$ cat config.mk
export PLATFORM = sky130hd
export DESIGN_NAME = vpid_xlate
export DESIGN_NICKNAME = d
export VERILOG_FILES = /design/src/rtl/vpid_xlate.sv
export SDC_FILE = /design/constraint.sdc
export NUM_CORES = 1
export LEC_CHECK = 0
export ABC_CLOCK_PERIOD_IN_PS = 7700
export BUFFER_PORTS_ARGS = -buffer_cell sky130_fd_sc_hd__buf_2
export CAP_MARGIN = 0
export CORE_AREA = 2 2 178 180
export CTS_BUF_LIST = sky130_fd_sc_hd__clkbuf_4 sky130_fd_sc_hd__clkbuf_8 sky130_fd_sc_hd__clkbuf_16
export DETAILED_ROUTE_END_ITERATION = 8
export DIE_AREA = 0 0 180 182
export GPL_TIMING_DRIVEN = 0
export PLACE_DENSITY_LB_ADDON = 0.08
export SLEW_MARGIN = 25
export SYNTH_ARGS = -nofsm -noshare
export SYNTH_HDL_FRONTEND = slang
export SYNTH_SLANG_ARGS = --single-unit
$ cat constraint.sdc
create_clock -name clk -period 7.7 [get_ports clk]
set_input_delay 0.385 -clock clk [delete_from_list [all_inputs] [get_ports clk]]
set_output_delay 0.385 -clock clk [all_outputs]
set_load 0.02 [all_outputs]
$ cat src/rtl/vpid_xlate.sv
module vpid_xlate #(
  parameter int MAX_REG_IDX = 5,
  parameter int ID_W        = 16
) (
  input  logic                clk,
  input  logic                rst_n,
  input  logic                hyp_en,
  input  logic                kern_en,
  input  logic                user_en,
  input  logic [31:0]         map_valid,
  input  logic                wr_en,
  input  logic [2:0]          wr_idx,
  input  logic [4*ID_W-1:0]   wr_data,
  input  logic                req,
  input  logic                req_ctx,
  input  logic [ID_W-1:0]     req_vid,
  output logic                rsp_valid,
  output logic [ID_W-1:0]     rsp_pid,
  output logic                rsp_invalid,
  output logic                wr_err
);
  localparam int LANES    = 4;
  localparam int NUM_REGS = MAX_REG_IDX + 1;
  localparam int NUM_IDS  = LANES * NUM_REGS;
  localparam int REG_W    = LANES * ID_W;
  localparam int SEL_W    = $clog2(NUM_IDS);

  logic [REG_W-1:0] map_q [NUM_REGS];
  logic [ID_W-1:0]  hit_pid;

  wire             xl_on    = hyp_en && (req_ctx ? kern_en : user_en);
  wire             in_range = req_vid < ID_W'(NUM_IDS);
  wire [SEL_W-1:0] sel      = req_vid[SEL_W-1:0];
  wire             usable   = in_range && map_valid[sel];
  wire             wr_ok    = wr_idx <= 3'(MAX_REG_IDX);

  always_comb begin
    hit_pid = '0;
    for (int k = 0; k < NUM_REGS; k++)
      for (int j = 0; j < LANES; j++)
        if (int'(sel) == k * LANES + j) hit_pid = map_q[k][j*ID_W +: ID_W];
  end

  always_ff @(posedge clk)
    for (int k = 0; k < NUM_REGS; k++)
      if (wr_en && wr_ok && int'(wr_idx) == k) map_q[k] <= wr_data;

  always_ff @(posedge clk) begin
    if (!rst_n) begin
      rsp_valid   <= 1'b0;
      rsp_invalid <= 1'b0;
      rsp_pid     <= '0;
      wr_err      <= 1'b0;
    end else begin
      rsp_valid   <= req;
      rsp_invalid <= req && xl_on && !usable;
      wr_err      <= wr_en && !wr_ok;
      if (req) rsp_pid <= !xl_on ? req_vid : (usable ? hit_pid : '0);
    end
  end

  assert_rsp_follows_req_R2: assert property (@(posedge clk) disable iff (!rst_n)
    req |=> rsp_valid);
  assert_no_rsp_without_req_R2: assert property (@(posedge clk) disable iff (!rst_n)
    !req |=> !rsp_valid);
  assert_inv_only_with_valid_R10: assert property (@(posedge clk) disable iff (!rst_n)
    rsp_invalid |-> rsp_valid);
  assert_inv_gives_zero_R4: assert property (@(posedge clk) disable iff (!rst_n)
    rsp_invalid |-> rsp_pid == '0);
  assert_passthru_hyp_off_R7: assert property (@(posedge clk) disable iff (!rst_n)
    (req && !hyp_en) |=> (rsp_pid == $past(req_vid) && !rsp_invalid));
  assert_out_of_range_R5: assert property (@(posedge clk) disable iff (!rst_n)
    (req && hyp_en && (req_ctx ? kern_en : user_en) && req_vid >= ID_W'(NUM_IDS)) |=> rsp_invalid);
  assert_wr_err_pulse_R9: assert property (@(posedge clk) disable iff (!rst_n)
    (wr_en && wr_idx > 3'(MAX_REG_IDX)) |=> wr_err);
  assert_wr_err_quiet_R9: assert property (@(posedge clk) disable iff (!rst_n)
    !(wr_en && wr_idx > 3'(MAX_REG_IDX)) |=> !wr_err);
endmodule

==> out/metrics.csv, run 1 <==
metric,value,unit
rows,65,
grt_pass1_vias,12000,
p_total,4.95,mW
irDropWorstVdd,0.232,mV
synth-compound-area-share,13.1,%
synth_ff_type,edfxtp_1,
status,finished clean,
clockPowerShare,40.7,%
p_int,3.77,mW
tightest_slew,1.12,ns
fin_nets,1497,
synth.distinct_cells,73,
drtAntennaViolNets,0,
overflow,0,
wl_per_cell,34.1,µm
yosysMostFrequentCell,edfxtp_1,
synth_edf_count,384,
synth_fp_nets,1288,
worstSetupStartpoint,req_vid[0],
cts_tree,done,
power.sequential.fraction,50.4,%
cts_resized,0,
clock_latency,0.55,ns
syn_inst,1165,
dpl.hpwl,41500,µm
postSynthAreaPerCell,14.4,µm²
start_util,54.0,%
drv_cap,0,
worstReg2RegStart,map_q[0][43],
grt_max_degree,24,
fp.dieH,182,µm
async_reset_ff_share,0,%
wl,61800,µm
final-hold-violation-count,0,
drt-initial-drc-count,2592,
antenna_found_initial,6,
finalCriticalPeriod,3.50,ns
post_cts_buffers,0,
synth_warnings,0,
cts_made_buffers,42,
route.detailed.drc,0,
groute.usage.overall,37.6,%
die-area,32800,µm²
slew_viol_final,0,
arrival,3.90,ns
combinationalPowerShare,8.8,%
design_area,19800,µm²
ys_ff_latch,403,
grt_pass1_wl,86600,µm
synth_top_cells_by_area,"edfxtp_1 (69%), o21ai_0 (2.6%), dfxtp_1 (2.3%)",
path_clk_slew,0.06,ns
finClkSkew,0.0285,ns
syn2layout_area_growth,18.3,%
syn_area,16700,µm²
htreeDepth,2,
drt_pass1_iterations,6,
rsz0062_at_grt,false,
fmax,286,MHz
max_slew_margin,25.4,%
gp_congestion,0.985,
dr_total_vias,12500,
synth_xor_area_share,0,%
r2r-end,rsp_pid[11],
critical_path_required,8.10,ns
critPathLaunchType,input port,
placed_cell_area,18400,µm²
core,31000,µm²
drive_above_1_share,24.4,%
chipWidth,180,µm
synthTopCellsByCount,"edfxtp_1 (384), o21ai_0 (88), nand2_1 (80)",
synthSimpleGateAreaFrac,7.76,%
cts_sinks,403,
switching_share,23.8,%
clock_path_buffers,3,
synth_top_area_share,68.9,%
min_period_over_period,45.4,%
p_leak,6.82,nW
synth_top_cell_by_area,edfxtp_1,
switching_power,1.18,mW
cts_hold_buffers,0,
io_buffers,134,
ys_seq_area_share,71.1,%
synth_fa_ha_area_share,0,%
r2r_slack,5.55,ns
crit_type,in -> reg,
cellPowerDensity,250,nW/µm²
synth.area.mux_share,5.19,%
cp_max_fo,10,
finalSetupViolCount,0,
pin_count,142,
end_kind,register,
drt-vias-per-instance,6.92,
synth_top_family_by_area,compound AO/OA/AOI/OAI gates,
cts_root_buf,clkbuf_16,
hold_class,in -> reg,
critPathCapture,rsp_pid[8],
rr_worst_depth,5,
-- per-stage QoR --
| step | utilization [%] | setup WS (ns) | hold WS, ns | setup TNS (ns) | instances |
|---|---|---|---|---|---|
| detailed placement | 59.5 | 4.02 | 0.472 | 0 | 1732 |
| CTS | 63.9 | 4.55 | 0.0903 | 0 | 1808 |
| finish | 63.9 | 4.20 | 0.0969 | 0 | 1812 |
| floorplan | - | 2.24 | 0.484 | 0 | 1165 |
| global route | 63.9 | 4.23 | 0.101 | 0 | 1808 |
| global placement | 57.8 | -1.44 | 0.475 | -146.38 | 1701 |
-- power groups by stage --
stage | sequential, mW | clock, mW | combinational, mW
finish | 2.50 | 2.02 | 0.437
global route | 2.50 | 2.10 | 0.447
CTS | 2.50 | 2.01 | 0.417
detailed placement | 2.54 | 0 | 0.416
global placement | 2.55 | 0 | 0.395
floorplan | 2.55 | 0 | 0.188
-- critical path, stage by stage --
cell	delay [ns]
buf_4	0.16
buf_6	0.20
buf_6	0.25
clkinv_1	0.62
clkbuf_1	0.60
clkbuf_1	0.56
a31oi_1	0.29
o211ai_1	0.11
o221ai_1	0.54
a31oi_1	0.15
-- layout by cell type (no fill, tap or decap), types with 6 or more instances in the layout --
| master | count |
|---|---|
| nor2b_1 | 17 |
| nor3_1 | 10 |
| a211oi_1 | 13 |
| o221ai_1 | 14 |
| inv_1 | 13 |
| mux4_2 | 13 |
| nand2b_1 | 12 |
| buf_12 | 6 |
| edfxtp_1 | 384 |
| nand2_1 | 80 |
| o22ai_1 | 26 |
| clkinv_2 | 16 |
| clkbuf_1 | 31 |
| o2111ai_1 | 7 |
| a221oi_1 | 9 |
| a2bb2oi_1 | 6 |
| mux2i_1 | 35 |
| a21oi_1 | 71 |
| mux2_2 | 20 |
| a31oi_1 | 16 |
| or3_1 | 7 |
| buf_16 | 7 |
| clkinv_1 | 6 |
| clkbuf_16 | 45 |
| buf_6 | 8 |
| buf_2 | 174 |
| dfxtp_1 | 19 |
| a21o_1 | 6 |
| a22oi_1 | 20 |
| o21ai_0 | 88 |
| nand3_1 | 28 |
| nor2_1 | 55 |
| and3_1 | 6 |
| buf_4 | 20 |
-- how the worst min path moves through the flow --
stage / end / start / cells past startpoint
floorplan: map_q[0][0] / wr_data[0] / 0
global route: map_q[2][4] / wr_data[4] / 1
finish: map_q[2][4] / wr_data[4] / 1
global placement: rsp_pid[1] / rsp_pid[1] / 2
CTS: map_q[4][42] / wr_data[42] / 1
detailed placement: rsp_pid[1] / rsp_pid[1] / 2
-- registers in the layout, indices dropped and copies added, names as in the netlist --
register and flops:
rsp_valid 1, wr_err 1, rsp_invalid 1, rsp_pid 16
map_q 384
-- kinds of logic after synthesis --
| logic type | after synthesis |
|---|---|
| AND/OR/NAND/NOR | 261 |
| flip-flops | 403 |
| multiplexers | 68 |
| buffers and inverters | 98 |
| AO/OA/AOI/OAI | 335 |
-- final cells by class --
type	count	area, µm²
Timing Repair Buffer	165	1130
Clock buffer	52	1190
Tap cell	402	503
Antenna cell	4	10.0
Fill cell	2336	11200
Inverter	14	52.6
Buffer	84	419
Clock inverter	24	166
Multi-Input combinational cell	664	4420
Sequential cell	403	11900
-- per-layer routing --
layer / share of wire, % / routed length, µm / up-vias / GRT usage (%)
met1: 37 / 22600 / 6041 / 50.8
li1: - / - / 5040 / -
met2: 42 / 25900 / 1182 / 54.3
met5: 0.068 / 42 / - / 0
met3: 14 / 8850 / 267 / 11.1
met4: 7.1 / 4400 / 2 / 22.5
Power figures use the tool's default switching activity.
==> run 2: changes to the inputs <==
- ABC_AREA: default -> 1
- ABC_CLOCK_PERIOD_IN_PS: 7700 -> 3100
- CORE_AREA: 2 2 178 180 -> 2 2 177 179
- DIE_AREA: 0 0 180 182 -> 0 0 179 181
- clock period: 7.7 -> 3.1 ns (I/O delays scaled with it)
==> run 2 against run 1 <==
- count of clock-buffer cells in the layout is the same
- power grew 140%
- first-iteration DRC count shrank 46%
==> out/metrics.csv, run 2 <==
metric,value,unit,change
crit_top_cell,nor2_1,,
io_buffers,141,,was 134
finalSetupViolCount,0,,unchanged
clockPowerShare,42.8,%,was 40.7%
pin_count,142,,unchanged
synth_top_cells_by_area,"edfxtp_1 (72%), nand2_1 (8.0%), nor2_1 (4.0%)",,"was edfxtp_1 (69%), o21ai_0 (2.6%), dfxtp_1 (2.3%)"
path_cells,"buf_2, nand2_2, buf_2, nor2_1, clkinv_1, clkbuf_1, nor2_1, nor2_1, nand2_1, a21oi_1",,"was buf_4, buf_6, buf_6, clkinv_1, clkbuf_1, clkbuf_1, a31oi_1, o211ai_1, o221ai_1, a31oi_1"
postLayoutCoreUtil,65.4,%,was 63.9%
switching_power,2.53,mW,was 1.18 mW
syn_inst,1323,,"was 1,165"
drive_above_1_share,18.5,%,was 24.4%
ys_seq_area_share,74.6,%,was 71.1%
cellPowerDensity,608,nW/µm²,was 250 nW/µm²
path_buf_inv,4,,was 6
placed_cell_area,17600,µm²,"was 18,400 µm²"
p_leak,7.49,nW,was 6.82 nW
synth.area.mux_share,0,%,was 5.19%
largest_reg_flops,384,,unchanged
rsz0062_at_grt,false,,unchanged
antenna_found_initial,0,,was 6
reg.largest.list,"map_q (384), rsp_pid (16)",,unchanged
hold_class,in -> reg,,unchanged
cts_sinks,403,,unchanged
drt-initial-drc-count,1409,,"was 2,592"
cp_top_family,buffers and inverters,,unchanged
power.sequential.fraction,51.3,%,was 50.4%
p_int,9.54,mW,was 3.77 mW
drtAntennaViolNets,0,,unchanged
final-hold-violation-count,0,,unchanged
grt_pass1_wl,64800,µm,"was 86,600 µm"
gp_congestion,0.890,,was 0.985
synth_warnings,0,,unchanged
drv_cap,0,,unchanged
cp_slowest_cell,nor2_1,,was clkinv_1
synth_top_family_by_area,simple AND/OR/NAND/NOR gates,,was compound AO/OA/AOI/OAI gates
grt_max_degree,25,,was 24
synthTopCellsByCount,"edfxtp_1 (384), nand2_1 (340), nor2_1 (171)",,"was edfxtp_1 (384), o21ai_0 (88), nand2_1 (80)"
die-area,32400,µm²,"was 32,800 µm²"
design_area,19900,µm²,"was 19,800 µm²"
min_period_over_period,94.4,%,
finalCriticalPeriod,2.93,ns,
regMostFlops,map_q,,unchanged
antenna_cells,0,,was 4
routed.top_layer,met4,,was met5
drt-vias-per-instance,5.36,,was 6.92
fin_nets,1732,,"was 1,497"
wl_met1,18800,µm,"was 22,600 µm"
critical_path_required,3.50,ns,was 8.10 ns
dpl.hpwl,28900,µm,"was 41,500 µm"
async_reset_ff_share,0,%,unchanged
end_kind,register,,unchanged
dr_total_vias,10900,,"was 12,500"
path_clk_slew,0.07,ns,was 0.06 ns
postSynthAreaPerCell,12.1,µm²,was 14.4 µm²
fmax,342,MHz,
wl_met3,5150,µm,was 8850 µm
status,finished clean,,unchanged
syn_area,16000,µm²,"was 16,700 µm²"
critPathLaunchType,input port,,unchanged
core,30300,µm²,"was 31,000 µm²"
slew_viol_final,0,,unchanged
synth_top_cell_by_area,edfxtp_1,,unchanged
synth_fp_nets,1446,,"was 1,288"
cts_tree,done,,unchanged
wl_per_cell,21.9,µm,was 34.1 µm
syn2layout_area_growth,24.3,%,was 18.3%
critPathMaxStageDelay,0.88,ns,was 0.62 ns
clock_latency,0.54,ns,was 0.55 ns
synth_fa_ha_area_share,0,%,unchanged
ys_ff_latch,403,,unchanged
layout_commonest_cell,edfxtp_1,,unchanged
synth_xor_area_share,0,%,unchanged
rows,64,,was 65
crit_type,in -> reg,,unchanged
grt_pass1_vias,10500,,"was 12,000"
irDropWorstVdd,0.494,mV,was 0.232 mV
synth-compound-area-share,3.35,%,was 13.1%
overflow,0,,unchanged
arrival,3.33,ns,was 3.90 ns
fp.dieH,181,µm,was 182 µm
cts_made_buffers,42,,unchanged
synthSimpleGateAreaFrac,18.2,%,was 7.76%
synth.distinct_cells,34,,was 73
finClkSkew,0.0187,ns,was 0.0285 ns
cp_max_fo,10,,unchanged
start_util,52.6,%,was 54.0%
tightest_slew,1.16,ns,was 1.12 ns
synth_edf_count,384,,unchanged
clock_path_buffers,3,,unchanged
wl,44600,µm,"was 61,800 µm"
groute.usage.overall,28.0,%,was 37.6%
final_cell_mix,"edfxtp_1 (384), nand2_1 (340), nor2_1 (166)",,"was edfxtp_1 (384), buf_2 (174), o21ai_0 (88)"
synth_top_area_share,72.2,%,was 68.9%
post_cts_buffers,0,,unchanged
route.detailed.drc,0,,unchanged
switching_share,20.9,%,was 23.8%
wl_met2,19400,µm,"was 25,900 µm"
max_slew_margin,22.2,%,was 25.4%
combinationalPowerShare,5.8,%,was 8.8%
yosysMostFrequentCell,edfxtp_1,,unchanged
cts_root_buf,clkbuf_16,,unchanged
chipWidth,179,µm,was 180 µm
drt_pass1_iterations,6,,unchanged
htreeDepth,2,,unchanged
synth_ff_type,edfxtp_1,,unchanged
## run 2: cell types whose count changed in the layout (fill, tap and decap cells not counted), sizes merged, moves of 17 or more
cell and delta:
nand2 +267, mux2i -35, or2 +21, clkbuf -19, dlygate4sd3 +78, buf -39, a22oi -20, inv +108
o21ai -60, nand4 +66, mux2 -20, nor2 +121, nor2b -17
## run 2: tightest hold or removal path, stage by stage
cell and delay (ns):
buf_2 0.15, a21oi_1 0.09, a21oi_1 0.14
## run 2: cell type report
type / count / area, µm²
Clock buffer: 52 / 1180
Timing Repair Buffer: 242 / 1890
Inverter: 125 / 474
Clock inverter: 25 / 262
Sequential cell: 403 / 11900
Buffer: 27 / 139
Multi-Input combinational cell: 768 / 3510
Tap cell: 396 / 495
Fill cell: 2288 / 10500
## run 2: repair_timing
| item | 4_1_cts | 5_1_grt |
|---|---|---|
| hold buffers | 78 | 0 |
| hold endpoints to repair | 403 | 0 |
| gates resized for setup | 0 | 0 |
## run 2: cells by family (layout without fill, tap and decap cells)
kind of cell	Yosys count	in the layout
AO/OA/AOI/OAI	101	101
buffers and inverters	152	471
flip-flops	403	403
AND/OR/NAND/NOR	667	667
## run 2: path summary, 6_finish.rpt
check / start / to / slack (ns) / cells after the start
worst min register to register: rsp_pid[12] / rsp_pid[12] / 0.53 / 2
worst max register to register: map_q[1][29] / rsp_pid[13] / 1.13 / 14
worst min-delay path: req_vid[2] / rsp_pid[2] / 0.03 / 3
worst max-delay path: req_vid[0] / rsp_pid[14] / 0.17 / 10
## run 2: layer usage
layer | up-vias | track usage (%)
li1 | 5136 | -
met1 | 5122 | 40.9
met2 | 580 | 41.7
met3 | 88 | 6.57
met4 | 0 | 9.07
met5 | - | 0
## run 2: metrics by stage
step	total power [mW]	cells	setup WS, ns	hold slack, ns	setup TNS (ns)
2_1_floorplan	6.60	1323	-0.424	0.254	-98.69
3_3_place_gp	6.90	1860	-2.47	0.394	-731.29
3_5_place_dp	6.93	1883	-0.141	0.400	-0.871
4_1_cts	12.1	2038	0.395	0.00136	0
5_1_grt	12.4	2038	0.194	0.0535	0
6_report	12.1	2038	0.173	0.0268	0
## run 2: power by group through the flow
stage	Combinational, mW	Sequential (mW)	Clock (mW)
after floorplan	0.271	6.33	0
final	0.705	6.19	5.17
after global routing	0.775	6.21	5.43
after detailed placement	0.624	6.31	0
after CTS	0.703	6.19	5.21
after global placement	0.576	6.32	0
